`src/rtl/seq_mul_pkg.sv`:
```
package seq_mul_pkg;

    // Action of the W-bit arithmetic unit on one iteration.
    typedef enum logic [1:0] {
        AU_PASS = 2'd0,   // multiplier bit is 0: extend only
        AU_ADD  = 2'd1,   // fold multiplicand in
        AU_SUB  = 2'd2    // signed sign-bit step: take multiplicand out
    } au_op_e;

endpackage

```
`src/rtl/seq_mul_addsub.sv`:
```
module seq_mul_addsub
    import seq_mul_pkg::*;
#(
    parameter int W = 32
) (
    input  logic [W-1:0] part_i,
    input  logic [W-1:0] mcand_i,
    input  logic         sext_i,
    input  au_op_e       op_i,
    output logic [W:0]   sum_o
);

    logic [W:0] part_ext;
    logic [W:0] mcand_ext;

    always_comb begin
        part_ext  = {sext_i & part_i[W-1],  part_i};
        mcand_ext = {sext_i & mcand_i[W-1], mcand_i};
        unique case (op_i)
            AU_ADD:  sum_o = part_ext + mcand_ext;
            AU_SUB:  sum_o = part_ext - mcand_ext;
            default: sum_o = part_ext;
        endcase
    end

endmodule

```
`src/rtl/seq_mul_iter.sv`:
```
module seq_mul_iter #(
    parameter int W = 32
) (
    input  logic clk,
    input  logic rst_n,
    input  logic clear_i,
    input  logic step_i,
    output logic last_o
);

    localparam int CW = (W > 2) ? $clog2(W) : 1;

    logic [CW-1:0] cnt_d;
    logic [CW-1:0] cnt_q;

    always_comb begin
        cnt_d = cnt_q;
        if (clear_i) begin
            cnt_d = '0;
        end else if (step_i) begin
            cnt_d = cnt_q + CW'(1);
        end
    end

    always_ff @(posedge clk or negedge rst_n) begin
        if (!rst_n) begin
            cnt_q <= '0;
        end else begin
            cnt_q <= cnt_d;
        end
    end

    assign last_o = (cnt_q == CW'(W - 1));

endmodule

```
`src/rtl/seq_mul.sv`:
```
module seq_mul
    import seq_mul_pkg::*;
#(
    parameter int W = 32
) (
    input  logic         clk,
    input  logic         rst_n,
    input  logic         start_i,
    input  logic         signed_i,
    input  logic [W-1:0] mcand_i,
    input  logic [W-1:0] mplier_i,
    output logic         busy_o,
    output logic         done_o,
    output logic [W-1:0] hi_o,
    output logic [W-1:0] lo_o
);

    localparam int AW = 2 * W;

    typedef struct packed {
        logic          busy;
        logic          done;
        logic          sgn;
        logic [W-1:0]  mcand;
        logic [AW-1:0] acc;
        logic [W-1:0]  hi;
        logic [W-1:0]  lo;
    } state_t;

    state_t st_d;
    state_t st_q;

    logic          accept;
    logic          last_step;
    au_op_e        au_op;
    logic [W:0]    au_sum;
    logic [AW-1:0] acc_shift;

    assign accept = start_i && !st_q.busy;

    seq_mul_iter #(.W(W)) u_iter (
        .clk     (clk),
        .rst_n   (rst_n),
        .clear_i (accept),
        .step_i  (st_q.busy),
        .last_o  (last_step)
    );

    always_comb begin
        if (!st_q.busy || !st_q.acc[0]) begin
            au_op = AU_PASS;
        end else if (st_q.sgn && last_step) begin
            au_op = AU_SUB;
        end else begin
            au_op = AU_ADD;
        end
    end

    seq_mul_addsub #(.W(W)) u_au (
        .part_i  (st_q.acc[AW-1:W]),
        .mcand_i (st_q.mcand),
        .sext_i  (st_q.sgn),
        .op_i    (au_op),
        .sum_o   (au_sum)
    );

    // carry/sign bit of the sum becomes the new MSB
    assign acc_shift = {au_sum, st_q.acc[W-1:1]};

    always_comb begin
        st_d      = st_q;
        st_d.done = 1'b0;
        if (accept) begin
            st_d.busy  = 1'b1;
            st_d.sgn   = signed_i;
            st_d.mcand = mcand_i;
            st_d.acc   = {{W{1'b0}}, mplier_i};
        end else if (st_q.busy) begin
            st_d.acc = acc_shift;
            if (last_step) begin
                st_d.busy = 1'b0;
                st_d.done = 1'b1;
                st_d.hi   = acc_shift[AW-1:W];
                st_d.lo   = acc_shift[W-1:0];
            end
        end
    end

    always_ff @(posedge clk or negedge rst_n) begin
        if (!rst_n) begin
            st_q <= '0;
        end else begin
            st_q <= st_d;
        end
    end

    assign busy_o = st_q.busy;
    assign done_o = st_q.done;
    assign hi_o   = st_q.hi;
    assign lo_o   = st_q.lo;

endmodule

```
`config.mk`:
```
export PLATFORM = sky130hd
export DESIGN_NAME = seq_mul
export DESIGN_NICKNAME = d
export VERILOG_FILES = /design/src/rtl/seq_mul_pkg.sv /design/src/rtl/seq_mul_addsub.sv /design/src/rtl/seq_mul_iter.sv /design/src/rtl/seq_mul.sv
export SDC_FILE = /design/constraint.sdc
export NUM_CORES = 1
export LEC_CHECK = 0
export BUFFER_PORTS_ARGS = -buffer_cell sky130_fd_sc_hd__buf_2
export CAP_MARGIN = 40
export CORE_ASPECT_RATIO = 0.8
export CORE_MARGIN = 10
export CORE_UTILIZATION = 63
export DETAILED_ROUTE_END_ITERATION = 16
export PLACE_DENSITY = 0.83
export SLEW_MARGIN = 5
export SYNTH_ARGS = -nofsm -noshare
export SYNTH_HDL_FRONTEND = slang
export SYNTH_SLANG_ARGS = --single-unit
```
`constraint.sdc`:
```
create_clock -name clk -period 9.3 [get_ports clk]
set_input_delay 0.465 -clock clk [delete_from_list [all_inputs] [get_ports clk]]
set_output_delay 0.465 -clock clk [all_outputs]
set_load 0.02 [all_outputs]
```
==> metrics.md <==
| Metric | Value |
|---|---|
| TritonCTS Buffers | 17 |
| CTS tree | done |
| Final ANT Viol Nets | 0 |
| Sum Neg Setup Slack | 0 ns |
| Vias in the first global route | between 8000 and 9000 |
| Avg Inst Size Synth | 9.17 um^2 |
| Routed Wire Length | 24000 um |
| Minimum clock period | 5.28 ns |
| Area contributors post-synth | dfrtp_1 (43%), nand2_1 (8.2%), buf_4 (4.9%) |
| Worst Clk Skew | between 0.01 and 0.015 ns |
| Post-CTS Setup Bufs | 0 |
| Ys flop type | dfrtp_1 |
| Nets | 1223 |
| Unrepaired setup endpoints after global routing | false |
| Hold crit path type | input port to asynchronous set/reset pin |
| Reg-to-reg startpoint | st_q[64] |
| Main combinational cell family by area after synthesis | compound AO/OA/AOI/OAI gates |
| TritonRoute pass-1 iters | 5 |
| Post-synth cell types | 64 |
| Post-Synth Adder-Cell Area | 4.69% |
| Post-synthesis simple-gate area fraction | 14.5% |
| Syn. warnings | 0 |
| Critical path capture point type | register |
| Final setup vio count | 0 |
| Pleak | 5.35 nW |
| Peak Freq | 189 MHz |
| Post-synth EDFFs | 0 |
| FP Rows | 40 |
| Initial cell density of the core | between 60% and 70% |
| Die height | 131 um |
| Endpoints failing hold | 0 |
| Clock root buffer | clkbuf_16 |
| CP max FO | 22 |
| Remaining DRCs | 0 |
| Grt total ovfl | 0 |
| Fin crit share | 56.8% |
| Reg2reg setup slack | roughly 4.0 ns |
| Die W | 159 um |
| RD Place Congestion | 0.975 |
| Clk Latency, worst-skew pair | 0.44 ns |
| Die area | 0.0209 mm^2 |
| Register-to-Register Path Depth | 15 |
| Switching share of power | 45.9% |
| Total GRT Usage | 23.1% |
| Worst path arrival time | about 5.6 ns |
| Max Cap Viol | 0 |
| Post-Syn Nets | approximately 1200 |
| Sequential share of the synthesized area | 43.1% |
| Int Power | roughly 0.0024 W |
| Mux share of post-synthesis cell area | 7.56% |
| Post_cts resized | 0 |
| Number of I/O pins | 134 |
| Outcome | finished clean |
| Yosys top cell area share | between 40 and 50% |
| WS Path Type | register to register |
| CTS H-tree lvls | 4 |
| Drt first-iter violations | ~580 |
| Biggest area consumer among synthesized cells | dfrtp_1 |
| Maximum clock path buffer count | 2 |
| Total core area | 0.0151 mm^2 |
| Clock share of power | between 10% and 20% |
| Max_slew headroom | a little over two fifths |
| WP data required | 9.62 ns |
| Max rail drop VDD | about 0.2 mV |
| Dpl hpwl | 17300 um |
| Switching Power | just over 0.002 W |
| XOR/XNOR Fraction of Synth Area | 5.56% |
| Synth Area in Compound Gates | 17.1% |
| Syn Inst Count | 1065 |
| Combinational cell fraction of total power | 53.8% |
| Initial antenna violation count | 1 |
| Cell Area, Synth | 0.00976 mm^2 |
| Synthesized flop and latch total | 168 |
| Fraction of registers with async set/reset | 100% |
| CTS Sinks | around 170 |
| Largest net degree at the start of global routing | 86 |
| Utilization after layout | 71.0% |
| Fillers | 1216 |
| Port Buffers | 133 |
| Pwr per Cell Area | 413 mW/mm^2 |
| Share of layout cells above drive strength 1 | about a fifth |
| Seq pwr share | roughly 31% |
| Post-DR wirelength/cell | 17.8 um |
| Clock slew at reported path FFs | 0.07 ns |
| P&R area growth vs syn | 9.89% |
| Least-Margin Pin Slew | 0.844 ns |
| Slew Limit Fails | 0 |
| Reg-to-Reg End | st_q[121] |
| Hold buffer count at CTS | 0 |
| Critical Path Start Type | register |
| Vias | about 8000 |
| Via density | 5.82 |
| First-pass GRT wire length | 40400 um |
## cell usage after synthesis, types with 5 or more instances
library cell	count
a21o_1	13
a21oi_1	58
xnor2_1	36
nand3_1	10
dfrtp_1	168
xor2_1	26
a22oi_1	11
a31o_2	10
o21a_1	7
mux2_2	30
buf_4	64
nor2b_1	7
nor2_1	61
buf_1	8
o31ai_1	11
o21bai_1	5
nand2_1	213
mux2i_1	40
o21ai_0	93
clkbuf_1	39
a211oi_1	5
inv_1	20
a31oi_1	13
nor3_1	5
ha_1	35
and3_1	12
## stage by stage
stage          std cells  cell area, um^2  setup slack (ns)  hold slack, ns  total power [W]
6_report            1343            10700              4.02          0.0881          0.00443
5_1_grt             1343            10700              3.49           0.147          0.00480
4_1_cts             1342            10700              4.19           0.118          0.00442
3_5_place_dp        1310            10200              4.25           0.459          0.00372
3_3_place_gp        1307            10100              4.29           0.452          0.00367
2_1_floorplan       1065             9760              4.97           0.169          0.00321
## registers in the layout (all words and copies together) (netlist names)
register      cells
busy_o            1
acc_shift        31
lo_o             32
u_iter.cnt_q      5
hi_o             32
done_o            1
st_q             66
## power by group through the flow
stage | Clock (W) | Combinational, W | Sequential [W]
2_1_floorplan | 0 | 0.00194 | 0.00127
4_1_cts | 0.000683 | 0.00237 | 0.00136
3_5_place_dp | 0 | 0.00234 | 0.00137
3_3_place_gp | 0 | 0.00231 | 0.00136
5_1_grt | 0.000725 | 0.00267 | 0.00141
6_report | 0.000677 | 0.00238 | 0.00137
## how the worst max path moves through the flow
stage,startpoint,to,slack (ns),depth (start not counted)
finish,st_q[64],st_q[121],4.02,15
global route,st_q[64],hi_o[29],3.49,15
CTS,st_q[64],st_q[121],4.19,15
detailed placement,st_q[64],st_q[121],4.25,15
global placement,st_q[64],st_q[122],4.29,15
floorplan,busy_o,hi_o[31],4.97,17
## kinds of logic (layout without fill, tap and decap cells)
family | after synthesis | after routing
DFF | 168 | 168
muxes | 70 | 70
other | 0 | 1
AOI/OAI and AO/OA | 264 | 264
adders and majority gates | 36 | 36
and+or+nand+nor | 333 | 333
xor gates and xnor gates | 62 | 62
buffers and inverters | 132 | 199
## critical path, cell delays in order, from the launching register on
cell,delay [ns]
dfrtp_1,0.64
clkinv_1,0.39
nor2_1,0.23
nand3_1,0.63
nand2_1,0.23
o21ai_0,0.18
fa_1,0.49
and2b_1,0.25
o2111ai_2,0.14
a31oi_1,0.41
a21oi_1,0.25
o31ai_1,0.61
nand4_1,0.16
nand2_1,0.11
xnor2_1,0.08
a221o_1,0.34
## per-layer routing
layer	up-vias	global-route usage (%)	wire length (um)
met5	-	0	0
met4	0	6.53	442
met3	38	6.05	1400
met2	223	37.5	11300
met1	3792	29.8	10800
li1	3767	-	-
## cell usage in the layout (no fill, tap or decap), types with 5 or more instances in the layout
cell type / n
a21o_1: 13
buf_4: 11
nand2_1: 212
dfrtp_1: 167
xor2_1: 26
a31oi_1: 13
a31o_2: 10
nor2_1: 60
a22oi_1: 11
mux2_2: 30
buf_2: 132
mux2i_1: 40
o21ai_0: 93
nor3_1: 5
ha_1: 35
xnor2_1: 36
o31ai_1: 11
a21oi_1: 58
a211oi_1: 5
inv_1: 20
o21a_1: 7
nor2b_1: 7
and3_1: 12
o21bai_1: 5
clkbuf_16: 17
nand3_1: 10
## area by class of cell
| type | count | area (um^2) | area share [%] |
|---|---|---|---|
| clock inverters | 14 | 136 | 1.27 |
| repair buffers | 146 | 786 | 7.32 |
| diodes | 1 | 2.50 | 0.0233 |
| inverters | 21 | 78.8 | 0.735 |
| flip-flops and latches | 168 | 4210 | 39.2 |
| clock buffers | 18 | 429 | 4.00 |
| multi-input cells | 765 | 4830 | 45.0 |
| well taps | 210 | 263 | 2.45 |
Power figures use the tool's default switching activity.
